===== src/rtl/gpx_pkg.sv =====
package gpx_pkg;
  // Transfer phase of the command pointer
  typedef enum logic [2:0] {
    PH_IDLE,
    PH_CMD,
    PH_WR,
    PH_RD,
    PH_RD_END
  } phase_t;

  localparam int SEL_W = 3;

  // Register kind: pointer bits [2:1]; port: pointer bit 0
  localparam logic [1:0] KIND_IN  = 2'd0;
  localparam logic [1:0] KIND_OUT = 2'd1;
  localparam logic [1:0] KIND_POL = 2'd2;
  localparam logic [1:0] KIND_CFG = 2'd3;
endpackage


===== src/rtl/pin_sync.sv =====
module pin_sync #(
  parameter int W      = 16,
  parameter int STAGES = 2
) (
  input  logic         clk,
  input  logic         rst_n,
  input  logic [W-1:0] d_async,
  output logic [W-1:0] q_sync
);
  logic [W-1:0] chain [STAGES];

  generate
    for (genvar s = 0; s < STAGES; s++) begin : g_stage
      if (s == 0) begin : g_first
        always_ff @(posedge clk or negedge rst_n) begin
          if (!rst_n) chain[s] <= '0;
          else        chain[s] <= d_async;
        end
      end else begin : g_next
        always_ff @(posedge clk or negedge rst_n) begin
          if (!rst_n) chain[s] <= '0;
          else        chain[s] <= chain[s-1];
        end
      end
    end
  endgenerate

  assign q_sync = chain[STAGES-1];
endmodule


===== src/rtl/cmd_pointer.sv =====
module cmd_pointer
  import gpx_pkg::*;
(
  input  logic             clk,
  input  logic             rst_n,
  input  logic             ev_start,
  input  logic             ev_addr,
  input  logic             addr_rw,
  input  logic             rx_valid,
  input  logic [SEL_W-1:0] cmd_bits,
  input  logic             ack_valid,
  input  logic             ack_nack,
  output logic [SEL_W-1:0] ptr,
  output logic             wr_en
);
  phase_t           phase_q;
  logic [SEL_W-1:0] ptr_q;

  always_ff @(posedge clk or negedge rst_n) begin
    if (!rst_n) begin
      phase_q <= PH_IDLE;
      ptr_q   <= '0;
    end else if (ev_start) begin
      phase_q <= PH_IDLE;
    end else if (ev_addr) begin
      phase_q <= addr_rw ? PH_RD : PH_CMD;
    end else begin
      case (phase_q)
        PH_CMD: if (rx_valid) begin
          ptr_q   <= cmd_bits;
          phase_q <= PH_WR;
        end
        PH_WR: if (rx_valid) ptr_q[0] <= ~ptr_q[0];
        PH_RD: if (ack_valid) begin
          ptr_q[0] <= ~ptr_q[0];
          if (ack_nack) phase_q <= PH_RD_END;
        end
        default: ;
      endcase
    end
  end

  assign ptr   = ptr_q;
  assign wr_en = rx_valid && !ev_start && !ev_addr && (phase_q == PH_WR);


  pair_toggle_chk: assert property (@(posedge clk) disable iff (!rst_n)
    (phase_q == PH_WR && rx_valid && !ev_start && !ev_addr) |=>
      (ptr_q[2:1] == $past(ptr_q[2:1])) && (ptr_q[0] != $past(ptr_q[0])));


  read_end_hold_chk: assert property (@(posedge clk) disable iff (!rst_n)
    (phase_q == PH_RD_END && !ev_start && !ev_addr) |=> $stable(ptr_q));


  ptr_keep_chk: assert property (@(posedge clk) disable iff (!rst_n)
    (!rx_valid && !ack_valid) |=> $stable(ptr_q));
endmodule


===== src/rtl/reg_bank.sv =====
module reg_bank
  import gpx_pkg::*;
#(
  parameter int PW = 8
) (
  input  logic             clk,
  input  logic             rst_n,
  input  logic             wr_en,
  input  logic [SEL_W-1:0] wr_sel,
  input  logic [PW-1:0]    wr_data,
  input  logic [2*PW-1:0]  pins_synced,
  output logic [2*PW-1:0]  in_q,
  output logic [2*PW-1:0]  out_q,
  output logic [2*PW-1:0]  pol_q,
  output logic [2*PW-1:0]  cfg_q
);
  localparam int NPORT = 2;

  always_ff @(posedge clk or negedge rst_n) begin
    if (!rst_n) in_q <= '0;
    else        in_q <= pins_synced;
  end

  generate
    for (genvar p = 0; p < NPORT; p++) begin : g_port
      logic hit;
      assign hit = wr_en && (wr_sel[0] == 1'(p));

      always_ff @(posedge clk or negedge rst_n) begin
        if (!rst_n) begin
          out_q[p*PW +: PW] <= '1;
          pol_q[p*PW +: PW] <= '0;
          cfg_q[p*PW +: PW] <= '1;
        end else if (hit) begin
          case (wr_sel[2:1])
            KIND_OUT: out_q[p*PW +: PW] <= wr_data;
            KIND_POL: pol_q[p*PW +: PW] <= wr_data;
            KIND_CFG: cfg_q[p*PW +: PW] <= wr_data;
            default:  ;
          endcase
        end
      end
    end
  endgenerate


  input_write_drop_chk: assert property (@(posedge clk) disable iff (!rst_n)
    (wr_en && wr_sel[2:1] == KIND_IN) |=>
      ($stable(out_q) && $stable(pol_q) && $stable(cfg_q)));


  port0_write_isolated_chk: assert property (@(posedge clk) disable iff (!rst_n)
    (wr_en && wr_sel == 3'd2) |=> (out_q[2*PW-1:PW] == $past(out_q[2*PW-1:PW])));
endmodule


===== src/rtl/gpio_pair_regs.sv =====
module gpio_pair_regs
  import gpx_pkg::*;
#(
  parameter int PORT_W = 8
) (
  input  logic                clk,
  input  logic                rst_n,
  input  logic                ev_start,
  input  logic                ev_addr,
  input  logic                addr_rw,
  input  logic                rx_valid,
  input  logic [PORT_W-1:0]   rx_data,
  input  logic                tx_req,
  output logic [PORT_W-1:0]   tx_data,
  input  logic                ack_valid,
  input  logic                ack_nack,
  input  logic [2*PORT_W-1:0] pin_in,
  output logic [2*PORT_W-1:0] pin_out,
  output logic [2*PORT_W-1:0] pin_oe
);
  localparam int PINS = 2 * PORT_W;

  logic [SEL_W-1:0] ptr;
  logic             wr_en;
  logic [PINS-1:0]  pins_synced, in_q, out_q, pol_q, cfg_q;
  logic [PINS-1:0]  in_view;
  logic [PINS-1:0]  kind_word;
  logic [PORT_W-1:0] rd_byte;

  pin_sync #(.W(PINS), .STAGES(2)) u_sync (
    .clk(clk), .rst_n(rst_n), .d_async(pin_in), .q_sync(pins_synced)
  );

  cmd_pointer u_ptr (
    .clk(clk), .rst_n(rst_n), .ev_start(ev_start), .ev_addr(ev_addr),
    .addr_rw(addr_rw), .rx_valid(rx_valid), .cmd_bits(rx_data[SEL_W-1:0]),
    .ack_valid(ack_valid), .ack_nack(ack_nack), .ptr(ptr), .wr_en(wr_en)
  );

  reg_bank #(.PW(PORT_W)) u_bank (
    .clk(clk), .rst_n(rst_n), .wr_en(wr_en), .wr_sel(ptr), .wr_data(rx_data),
    .pins_synced(pins_synced), .in_q(in_q), .out_q(out_q), .pol_q(pol_q),
    .cfg_q(cfg_q)
  );

  assign in_view = in_q ^ pol_q;

  always_comb begin
    case (ptr[2:1])
      KIND_IN:  kind_word = in_view;
      KIND_OUT: kind_word = out_q;
      KIND_POL: kind_word = pol_q;
      default:  kind_word = cfg_q;
    endcase
    rd_byte = ptr[0] ? kind_word[PINS-1:PORT_W] : kind_word[PORT_W-1:0];
  end

  always_ff @(posedge clk or negedge rst_n) begin
    if (!rst_n)      tx_data <= '0;
    else if (tx_req) tx_data <= rd_byte;
  end

  assign pin_out = out_q;
  assign pin_oe  = ~cfg_q;


  tx_hold_chk: assert property (@(posedge clk) disable iff (!rst_n)
    !tx_req |=> $stable(tx_data));


  oe_follows_write_chk: assert property (@(posedge clk) disable iff (!rst_n)
    (!wr_en) |=> $stable(pin_oe) && $stable(pin_out));
endmodule


===== config.mk =====
export PLATFORM = sky130hd
export DESIGN_NAME = gpio_pair_regs
export DESIGN_NICKNAME = d
export VERILOG_FILES = /design/src/rtl/gpx_pkg.sv /design/src/rtl/pin_sync.sv /design/src/rtl/cmd_pointer.sv /design/src/rtl/reg_bank.sv /design/src/rtl/gpio_pair_regs.sv
export SDC_FILE = /design/constraint.sdc
export NUM_CORES = 1
export LEC_CHECK = 0
export ABC_CLOCK_PERIOD_IN_PS = 2900
export CAP_MARGIN = 40
export CELL_PAD_IN_SITES_DETAIL_PLACEMENT = 0
export CELL_PAD_IN_SITES_GLOBAL_PLACEMENT = 1
export CORE_MARGIN = 8
export CORE_UTILIZATION = 40
export CTS_CLUSTER_DIAMETER = 120
export DETAILED_ROUTE_END_ITERATION = 10
export DONT_BUFFER_PORTS = 1
export HOLD_SLACK_MARGIN = 0.02
export PLACE_DENSITY = 0.72
export SYNTH_ARGS = -nofsm -noshare
export SYNTH_HDL_FRONTEND = slang
export SYNTH_SLANG_ARGS = --single-unit

===== constraint.sdc =====
create_clock -name clk -period 2.9 [get_ports clk]
set_clock_uncertainty 0.05 [all_clocks]
set_input_delay 0.145 -clock clk [delete_from_list [all_inputs] [get_ports clk]]
set_output_delay 0.145 -clock clk [all_outputs]
set_load 0.01 [all_outputs]

# Word level (Yosys, flattened, before mapping)
# Cells that the tools add are included.
[op_classes]
n_eq_ne = 12
n_mux = 13
n_bitwise = 5
reduce_logical = 19
[ops]
columns = ["operator", "n"]
rows = [
  ["one-hot mux 16 bit (3 select lines)", 1],
  ["NOT 16 bit", 1],
  ["XOR 16 bit", 1],
  ["2-to-1 mux 3 bit", 5],
  ["!= test 4 bit, second input constant", 3],
  ["AND reduction 2 bit", 6],
  ["2-to-1 mux 8 bit", 1],
  ["AND reduction 4 bit", 2],
  ["equality test 3 x 2 -> 1 bit, second input constant", 2],
  ["!= test 2 bit, second input constant", 3],
  ["one-hot mux 3 bit (2 select lines)", 1],
  ["AND reduction 6 bit", 1],
  ["logical AND 1 bit", 5],
  ["equality test 2 bit, second input constant", 2],
  ["nonzero test 4 bit", 1],
  ["equality test 3 x 1 -> 1 bit, second input constant", 1],
  ["2-to-1 mux 1 bit", 3],
  ["NOT 1 bit", 3],
  ["one-hot mux 1 bit (3 select lines)", 1],
  ["nonzero test 3 bit", 1],
  ["equality test 2 x 1 -> 1 bit, second input constant", 1],
  ["logical NOT 1 bit", 2],
  ["logical NOT 2 bit", 1],
  ["2-to-1 mux 2 bit", 1],
]
[word_totals]
reg_bits = 110
inputBits = 33
out_inout_bits = 40
word_cells = 62

# Depth between registers and ports, before layout
# Gate-level depths: netlist of run 1.
[logic_depth]
word_depth = 6
mapped_depth = 6
depth_no_buf = 4

# Cells and area by module
# Synthesis of run 1 repeated with hierarchy kept, for this count alone.
[hier_totals]
cells_unflattened = 345
area_unflattened_um2 = 4734.5
[by_module_without_submodules]
columns = ["module", "n_inst", "cells_each", "area_per_inst_um2", "seq_area_each_um2"]
rows = [
  ["reg_bank", 1, 123, 2362.3, 1641.6],
  ["gpio_pair_regs", 1, 143, 1119.8, 200.2],
  ["pin_sync", 1, 48, 920.9, 800.8],
  ["cmd_pointer", 1, 31, 331.6, 150.1],
]

# Least setup slack after synthesis of run 1
# Ideal clock, no wire load.
[synth_timing]
path_kind = "flip-flop to flip-flop"
startpoint = "reg u_ptr.phase_q[2]"
endpoint = "reg u_bank.pol_q[0]"
setup_ns = 0.125
arrival_time_ns = 1.911
required_time_ns = 2.725
path_slack_ns = 0.814
path_stages_with_launch = 5
synth_period_minus_slack_ns = 2.086
cell_sequence = "dfrtp_1 > or3_4 > or4_4 > nor3_4 > mux2_2"
[synth_via]
elab_chain_len = 4
[synth_lines]
columns = ["item", "line_no", "source"]
rows = [
  ["start, declared", "cmd_pointer.sv:16", "phase_t phase_q;"],
  ["start signal, assigned", "cmd_pointer.sv:26", "phase_q <= addr_rw ? PH_RD : PH_CMD;"],
  ["equality test 3 x 2 -> 1 bit", "cmd_pointer.sv:44", "assign wr_en = rx_valid && !ev_start && !ev_addr && (phase_q == PH_WR);"],
  ["logical AND 1 bit", "cmd_pointer.sv:44", ""],
  ["logical AND 1 bit", "reg_bank.sv:27", "assign hit = wr_en && (wr_sel[0] == 1'(p));"],
  ["AND reduction 2 bit (no source line)", "--", ""],
  ["end signal, assigned by index", "reg_bank.sv:37", "KIND_POL: pol_q[p*PW +: PW] <= wr_data;"],
  ["end, declared", "reg_bank.sv:14", "output logic [2*PW-1:0] pol_q,"],
]
# Every way passes these cells.
# A chain may end at the register's enable or synchronous reset.

# Worst setup path after layout of run 1
[layout_timing]
startpoint = "reg u_ptr.phase_q[2]"
endpoint = "reg u_bank.pol_q[7]"
# Same word-level chain as after synthesis.

==> results.cfg, run 1 <==
[outcome]
status = complete, no violations

[yosys]
yosysWarningCount = 0
postSynth.asyncResetShare_pct = 100
synth_top_area_cell = dfrtp_1
synth-seq-area-share_pct = 64.6
synthXorXnorAreaFrac_pct = 0
syn_area_mm2 = 0.00432
avgSynthCellArea_um2 = 13.8
syn_nets = 347
synthFlopType = dfrtp_1
synth_mux_area_share_pct = 16.9
synth_compound_area_share_pct = 8.94
yosys.area_share.simple_pct = 6.74
synth_edf_count = 0
syn_inst = 314
synth-seq-cells = 110
synth_top_area_share_pct = 45.2
synth_area_leaders = dfrtp_1 45%, dfstp_2 19%, mux2_2 13%
synth_top_family_by_area = multiplexers
synth-adder-area-share_pct = 0
synth_cell_types = 31

[sta]
layout_setup_ws_ns = 0.613
report.final.slew_viol_count = 0
rsz0062_at_grt = no
hold_violations = 0
min_period_over_period_pct = 78.9
max_freq_ghz = 0.437
setup_violations = 0
hold_ws_ns = 0.0519
period_needed_ns = 2.29
worst_slew_pin_slew_ns = 0.671
relSlewSlack_pct = 55.2
setup-tns-final_ns = 0

[worst_setup_path]
cp-end-kind = flop
timing.rr.end = u_bank.pol_q[7]
r2r_slack_ns = 0.61
path_max_fanout = 8
worst_ep_arrival_time_ns = 2.50
crit_type = flop to flop
path_cells = or3_4 > or4_4 > nor3_4 > mux2_2
start_kind = flop
slowest_stage = or4_4
required_ns = 3.11
cpPeakStageDelay_ns = 0.54
reg2reg_depth = 4
rr_startpoint = u_ptr.phase_q[2]

[clocking]
cts-root-buf = clkbuf_8
cts_tree = built
cts.sinks = 110
ctsResizeCount = 0
clkLatencyLatePin_ns = 0.37
clkSlewWorstSetupHoldPaths_ns = 0.10
cts_buffer_depth = 2
h-tree-depth = 3
cts_buffers = 9
cts_setup_buffers = 0
ctsHoldBuffers = 32

[cells_and_area]
post-route-util_pct = 47.3
drive_above_1_share_pct = 30.6
fillers = 955
fin_cells = 499
nets = 387
area_delta_synth_final_pct = 17.0
regArea_mm2 = 0.00279
multi_input_area_mm2 = 0.00141
antenna_cells = 0

[min_path]
whs_path_depth = 4
holdPathEnd = u_ptr.ptr[0]
hp-class = input pin to flop
min_from = rx_valid

[job]
cap_violations = 0

[pwr]
p_per_area_mw_per_mm2 = 674
ir_drop_mv = 0.317
leakage_uw = 0.00220

[routing]
drc_errors = 0
drtIter0Drc = 83
firstDrtPassIters = 4
vias = 2606
via_per_inst = 5.22
wl_per_cell_um = 19.2
routed_wl_um = 9570
drtAntennaViolNets = 0

[floorplan]
start_util_pct = 40.4
dieHeight_um = 120
ios = 73
dieArea_mm2 = 0.0144
rows = 38
die_w_um = 120
core-area_mm2 = 0.0107

[grt]
grt-ovfl-total = 0
antenna_found_initial = 0
grt_use_total_pct = 13.6
grt_max_degree = 111
grt_pass1_wl_um = 15000
first_global_vias = 2714

[placement]
dpl.cell_count = 451
place_ws_ns = 0.620
post-dp-hpwl_um = 6500
gp_congestion = 0.721
port_buffers = 0
==> synth_stat cells, types with 2 or more instances <==
library cell	n
o21ai_0	2
mux2_2	48
a21oi_1	3
nand2_1	23
a2111oi_0	14
a211oi_1	17
mux2i_1	19
dfrtp_1	78
nor2b_1	3
o32ai_1	2
buf_1	2
dfstp_2	32
nor2_1	18
a211o_1	8
nand3_1	2
clkbuf_1	8
inv_1	21
==> critical path, delay by kind of cell (launching register included) <==
family / cells / cell delay, ns
AND/OR/NAND/NOR: 3 / 1.32
flip-flops: 1 / 0.42
multiplexers: 1 / 0.39
==> metrics by stage <==
step	cell area, µm²	power, µW
5_1_grt	5060	3590
3_5_place_dp	4520	2480
2_1_floorplan	4320	2310
6_report	5060	3410
3_3_place_gp	4510	2440
4_1_cts	5060	3450
==> cell families after synthesis <==
logic type,count (synthesis)
AND/OR/NAND/NOR,56
buffers and inverters,32
multiplexers,67
AO/OA/AOI/OAI,49
flip-flops,110
==> worst max path at each step <==
stage	slack, ns	start	endpoint	cells past startpoint
2_1_floorplan	0.81	u_ptr.phase_q[2]	u_bank.pol_q[0]	4
6_report	0.61	u_ptr.phase_q[2]	u_bank.pol_q[7]	4
5_1_grt	0.48	u_ptr.phase_q[2]	u_bank.cfg_q[1]	4
3_3_place_gp	0.60	u_ptr.phase_q[2]	u_bank.pol_q[4]	4
3_5_place_dp	0.62	u_ptr.phase_q[2]	u_bank.pol_q[5]	4
4_1_cts	0.60	u_ptr.phase_q[2]	u_bank.cfg_q[1]	4
==> flip-flops by register name, summed over array words and instances, names as in the netlist <==
register	flops
u_bank.in_q	16
u_ptr.ptr	3
u_bank.cfg_q	16
u_sync.chain	16
tx_data	8
u_sync.q_sync	16
u_bank.out_q	16
u_ptr.phase_q	3
u_bank.pol_q	16
==> area by class of cell <==
cell class | count | area share [%]
repair buffers | 40 | 8.02
multi-input cells | 172 | 27.9
inverters | 21 | 1.56
clock buffers | 14 | 3.61
flip-flops and latches | 110 | 55.2
clock inverters | 2 | 0.272
well taps | 140 | 3.46
==> cell usage in the layout (no fill, tap or decap) <==
master	netlist	final
clkinv_2	0	1
mux2_2	48	48
nand2_1	23	23
mux2i_1	19	19
dlygate4sd3_1	0	31
nor3_1	1	1
nand3b_1	1	1
a211oi_1	17	17
a211o_1	8	8
dfrtp_1	78	78
clkbuf_1	8	1
or3_4	1	1
o32ai_1	2	2
nor2b_1	3	3
buf_8	0	1
clkbuf_8	0	13
nor2_1	18	18
buf_4	0	7
a221oi_1	1	1
nor3_4	1	1
clkinv_4	0	1
o221ai_1	1	1
dfstp_2	32	32
nor4b_2	1	1
buf_16	0	1
nand4_1	1	1
o21ai_0	2	2
a31oi_1	1	1
nor2_4	1	1
a2111oi_0	14	14
nor3b_4	1	1
or4_4	1	1
a21oi_1	3	3
inv_1	21	21
nand2b_1	1	1
nand3_1	2	2
==> layer usage <==
metal | GRT usage [%] | wire (µm) | vias up
met2 | 21.6 | 4610 | 61
met5 | 0 | 0 | -
li1 | - | - | 1204
met3 | 4.32 | 596 | 14
met4 | 6.40 | 209 | 0
met1 | 16.5 | 4160 | 1327
==> report_power, final <==
part / switching [µW] / internal, µW
registers: 189 / 1730
logic: 316 / 281
clock network: 487 / 408
(Power assumes the default switching activity.)
==> inputs of run 2 (changes only) <==
--- a/config.mk
+++ b/config.mk
@@ -5,7 +5,8 @@
 export SDC_FILE = /design/constraint.sdc
 export NUM_CORES = 1
 export LEC_CHECK = 0
-export ABC_CLOCK_PERIOD_IN_PS = 2900
+export ABC_AREA = 1
+export ABC_CLOCK_PERIOD_IN_PS = 2200
 export CAP_MARGIN = 40
 export CELL_PAD_IN_SITES_DETAIL_PLACEMENT = 0
 export CELL_PAD_IN_SITES_GLOBAL_PLACEMENT = 1
@@ -15,7 +16,7 @@
 export DETAILED_ROUTE_END_ITERATION = 10
 export DONT_BUFFER_PORTS = 1
 export HOLD_SLACK_MARGIN = 0.02
-export PLACE_DENSITY = 0.72
+export PLACE_DENSITY = 0.77
 export SYNTH_ARGS = -nofsm -noshare
 export SYNTH_HDL_FRONTEND = slang
 export SYNTH_SLANG_ARGS = --single-unit
==> constraint.sdc (replaced) <==
create_clock -name clk -period 2.2 [get_ports clk]
set_clock_uncertainty 0.05 [all_clocks]
set_input_delay 0.11 -clock clk [delete_from_list [all_inputs] [get_ports clk]]
set_output_delay 0.11 -clock clk [all_outputs]
set_load 0.01 [all_outputs]
==> results.cfg, run 2 <==
[pwr]
p_total_uw = 5720
leakage_uw = 0.00271
p_per_area_mw_per_mm2 = 1030
ir_drop_mv = 0.479

[cells_and_area]
final_cell_mix = 236 x nand2_1, 77 x dfrtp_1, 63 x inv_1
area_delta_synth_final_pct = 16.8
drive_above_1_share_pct = 10.9
final_common_cell = nand2_1
nets = 632
fillers = 1160
multi_input_area_mm2 = 0.00161
final_area_mm2 = 0.00557
post-route-util_pct = 47.2
regArea_mm2 = 0.00279

[clocking]
clkLatencyLatePin_ns = 0.35
cts_tree = built
h-tree-depth = 3
cts-root-buf = clkbuf_16
clkSlewWorstSetupHoldPaths_ns = 0.07
cts_buffers = 9
cts.sinks = 110
cts_buffer_depth = 2
ctsHoldBuffers = 31

[sta]
relSlewSlack_pct = 65.1
max_freq_ghz = 0.517
worst_slew_pin_slew_ns = 0.523
period_needed_ns = 1.94
hold_violations = 110
report.final.slew_viol_count = 0
rsz0062_at_grt = no
setup_violations = 0
setup-tns-final_ns = 0
hold_ws_ns = -0.601
min_period_over_period_pct = 88.0

[floorplan]
dieArea_mm2 = 0.0157
start_util_pct = 40.4
core-area_mm2 = 0.0118
rows = 40
die_w_um = 125
ios = 73
dieHeight_um = 125

[routing]
drc_errors = 0
wl_per_cell_um = 17.1
firstDrtPassIters = 4
vias = 3812
routed_wl_um = 12900
wl_met1_um = 5510
via_per_inst = 5.07
drtIter0Drc = 261
drtAntennaViolNets = 0
met2_length_um = 6060
dr_wl_met3_um = 1000
dr.max_layer_used = met5

[yosys]
syn_inst = 567
synth_top_area_cell = dfrtp_1
synth_most_common_cell = nand2_1
synth_cell_types = 20
synth_top_cells_by_count = 236 x nand2_1, 78 x dfrtp_1, 63 x inv_1, 48 x nand4_1, 35 x nand3_1
synth-seq-cells = 110
synth_area_leaders = dfrtp_1 41%, nand2_1 19%, dfstp_2 18%
yosysWarningCount = 0
synth_top_area_share_pct = 40.9
syn_area_mm2 = 0.00477
synthFlopType = dfrtp_1
synth_edf_count = 0
syn_nets = 600
synth-seq-area-share_pct = 58.5
avgSynthCellArea_um2 = 8.41
postSynth.asyncResetShare_pct = 100

[worst_setup_path]
worst_ep_arrival_time_ns = 2.12
path_max_fanout = 14
start_kind = flop
crit_type = flop to flop
path_cells = buf_4 > nor2_1 > buf_4 > nand3_1 > nand2_1 > nand2_1
cp-end-kind = flop
r2r_slack_ns = 0.26
critPathTopFamily = simple AND/OR/NAND/NOR gates
worst-path-buf-inv = 2
required_ns = 2.39
slowest_stage = dfrtp_1
cpPeakStageDelay_ns = 0.52

[job]
cap_violations = 0

[grt]
grt_pass1_wl_um = 20400
antenna_found_initial = 2
grt-ovfl-total = 0
grt_max_degree = 111
first_global_vias = 3611
grt_use_total_pct = 16.8

[placement]
post-dp-hpwl_um = 8720
postPlaceCellArea_mm2 = 0.00495
port_buffers = 0
gp_congestion = 0.828

[min_path]
hp-class = input pin to async pin

[outcome]
violations = hold timing
status = complete, but fails checks
## run 2: changes by cell type in the layout (fill, tap and decap cells not counted), moves of 11 or more
cell / before / now
nand3_1: 2 / 35
mux2_2: 48 / 0
a2111oi_0: 14 / 0
nand4_1: 1 / 48
a211oi_1: 17 / 0
a21oi_1: 3 / 20
clkbuf_8: 13 / 2
mux2i_1: 19 / 0
inv_1: 21 / 63
o21ai_0: 2 / 13
nand2_1: 23 / 236
## run 2: area by class of cell
type                    count  share of cell area (%)
multi-input cells         368                    28.9
clock buffers              11                    4.53
inverters                  65                    4.38
diodes                      1                  0.0449
repair buffers             45                    7.68
clock inverters             5                    1.03
well taps                 147                    3.30
flip-flops and latches    110                    50.1
## run 2: path summary, 6_finish.rpt
| check | startpoint | to | cells past startpoint |
|---|---|---|---|
| min | rst_n | u_ptr.ptr[0] | 0 |
| min in group clk | rx_valid | u_ptr.ptr[0] | 5 |
| max in group asynchronous | rst_n | u_bank.out_q[12] | 0 |
| max | u_ptr.ptr[1] | u_bank.pol_q[12] | 6 |
| min reg2reg | u_sync.q_sync[15] | u_bank.in_q[15] | 0 |
| max reg2reg | u_ptr.ptr[1] | u_bank.pol_q[12] | 6 |
## run 2: worst register-to-register path: stages (launching register included)
cell and delay (ns):
dfrtp_1 0.52, buf_4 0.25, nor2_1 0.25, buf_4 0.23, nand3_1 0.31, nand2_1 0.15
nand2_1 0.06
## run 2: repair_timing
| item | in CTS | in global routing |
|---|---|---|
| buffers inserted | 0 | 0 |
| endpoints found under the hold margin | 188 | 110 |
| gates resized for setup | 0 | 1 |
| endpoints found under the setup margin | 0 | 8 |
## run 2: cell families after synthesis
| kind of cell | after synthesis | synth area share, % |
|---|---|---|
| flops | 110 | 58.5 |
| compound gates | 33 | 3.46 |
| simple gates | 335 | 30.3 |
| buf+inv | 89 | 7.68 |
## run 2: report_power, final
part | internal [µW] | switching (µW) | leakage (µW)
combinational | 419 | 930 | 0.00128
sequential | 2400 | 295 | 0.00129
clock | 943 | 729 | 0.000144
total | 3770 | 1950 | 0.00271
## run 2: layer usage
layer,GRT usage (%),up-vias
li1,-,1864
met1,20.2,1819
met2,26.7,104
met3,6.29,23
met4,6.95,2
met5,0,-
## run 2: per-stage QoR
stage	instances	setup slack, ns
floorplan	567	0.765
global placement	704	0.261
detailed placement	704	0.207
CTS	751	0.166
global route	752	0.0282
finish	752	0.264
==> inputs of run 3 (changes only) <==
--- a/config.mk
+++ b/config.mk
@@ -17,6 +17,7 @@
 export DONT_BUFFER_PORTS = 1
 export HOLD_SLACK_MARGIN = 0.02
 export PLACE_DENSITY = 0.77
+export REMOVE_ABC_BUFFERS = 1
 export SYNTH_ARGS = -nofsm -noshare
 export SYNTH_HDL_FRONTEND = slang
 export SYNTH_SLANG_ARGS = --single-unit
==> results.cfg, run 3 (same netlist as run 2, synthesis figures left out) <==
[placement]
dpl.cell_count = 707
gp_congestion = 0.774
port_buffers = 0
place_ws_ns = 0.276
post-dp-hpwl_um = 8210

[clocking]
cts_setup_buffers = 0
cts_buffer_depth = 2
cts_tree = built
ctsHoldBuffers = 30
cts.sinks = 110
cts_buffers = 9
clkSlewWorstSetupHoldPaths_ns = 0.07
ctsResizeCount = 0
h-tree-depth = 3
clkLatencyLatePin_ns = 0.35
cts-root-buf = clkbuf_16

[sta]
relSlewSlack_pct = 65.5
report.final.slew_viol_count = 0
rsz0062_at_grt = no
hold_violations = 110
max_freq_ghz = 0.529
worst_slew_pin_slew_ns = 0.515
min_period_over_period_pct = 86.0
period_needed_ns = 1.89
setup_violations = 0
hold_ws_ns = -0.596
layout_setup_ws_ns = 0.308

[floorplan]
dieHeight_um = 125
rows = 40
core-area_mm2 = 0.0118
start_util_pct = 40.4
dieArea_mm2 = 0.0157
die_w_um = 125
ios = 73

[grt]
grt_max_degree = 111
antenna_found_initial = 1
first_global_vias = 3602
grt-ovfl-total = 0
grt_pass1_wl_um = 19500
grt_use_total_pct = 15.7

[cells_and_area]
fillers = 1147
fin_cells = 753
area_delta_synth_final_pct = 16.8
regArea_mm2 = 0.00279
multi_input_area_mm2 = 0.00161
final_cell_mix = 236 x nand2_1, 78 x dfrtp_1, 63 x inv_1
nets = 634
final_common_cell = nand2_1
antenna_cells = 0
post-route-util_pct = 47.2
drive_above_1_share_pct = 11.1

[pwr]
p_total_uw = 5710
leakage_uw = 0.00272
ir_drop_mv = 0.379
p_per_area_mw_per_mm2 = 1020

[worst_setup_path]
slowest_stage = nor3_4
worst_ep_arrival_time_ns = 2.09
path_max_fanout = 11
path_cells = nand2_1 > nor3_4 > nand3_1 > nand2_1 > nand2_1
required_ns = 2.39
cpPeakStageDelay_ns = 0.48
cp-end-kind = flop
critPathTopFamily = simple AND/OR/NAND/NOR gates
worst-path-buf-inv = 0
start_kind = flop
crit_type = flop to flop
cpMostUsedCell = nand2_1

[min_path]
hp-class = input pin to async pin

[routing]
drc_errors = 0
wl_per_cell_um = 15.7
via_per_inst = 4.97
routed_wl_um = 11900
drtAntennaViolNets = 0
drtIter0Drc = 288
firstDrtPassIters = 5
vias = 3745

[outcome]
violations = hold timing
status = complete, but fails checks

[job]
cap_violations = 0
[run 3: cell count changes in the layout (fill, tap and decap cells not counted)]
cell,change
buf_12,-1
diode_2,-1
clkinvlp_4,-2
dfrtp_1,+1
dfrtp_2,-1
clkbuf_1,+1
buf_4,+4
clkbuf_8,+1
dlygate4sd3_1,-1
[run 3: final timing paths]
| path | slack [ns] | start | cells after the start | end |
|---|---|---|---|---|
| worst max-delay path | 0.31 | u_ptr.phase_q[1] | 5 | u_bank.pol_q[4] |
| worst min-delay path | -0.60 | rst_n | 0 | u_ptr.phase_q[0] |
| worst max register to register | 0.31 | u_ptr.phase_q[1] | 5 | u_bank.pol_q[4] |
| worst min register to register | 0.30 | u_sync.chain[19] | 0 | u_sync.q_sync[3] |
| max in group asynchronous | 2.41 | rst_n | 0 | u_bank.out_q[10] |
| min in group clk | 0.09 | rx_valid | 5 | u_ptr.ptr[0] |
[run 3: worst register-to-register path, delay by kind of cell (launching register included)]
family | cells | cell delay, ns
flops | 1 | 0.44
simple gates | 5 | 1.30
[run 3: cell type report]
class	instances	share of cell area, %
Timing Repair Buffer	47	7.68
Inverter	65	4.38
Clock buffer	13	4.85
Tap cell	147	3.30
Clock inverter	3	0.763
Sequential cell	110	50.1
Multi-Input combinational cell	368	28.9
[run 3: report_power, final]
part,internal (µW),switching [µW]
sequential,2400,267
clock,975,716
combinational,431,913
[run 3: through the flow]
| step | area (µm²) | TNS, ns | hold slack [ns] |
|---|---|---|---|
| 2_1_floorplan | 4650 | -5.61 | -0.236 |
| 3_3_place_gp | 4960 | 0 | -0.231 |
| 3_5_place_dp | 4960 | 0 | -0.230 |
| 4_1_cts | 5570 | 0 | -0.612 |
| 5_1_grt | 5570 | 0 | -0.611 |
| 6_report | 5570 | 0 | -0.596 |
[run 3: layer usage]
layer / global-route usage (%) / vias to the layer above / wire length (µm)
met2: 24.0 / 98 / 5490
met3: 4.97 / 12 / 929
met5: 0 / - / 8
met4: 6.59 / 2 / 173
li1: - / 1870 / -
met1: 20.2 / 1763 / 5260
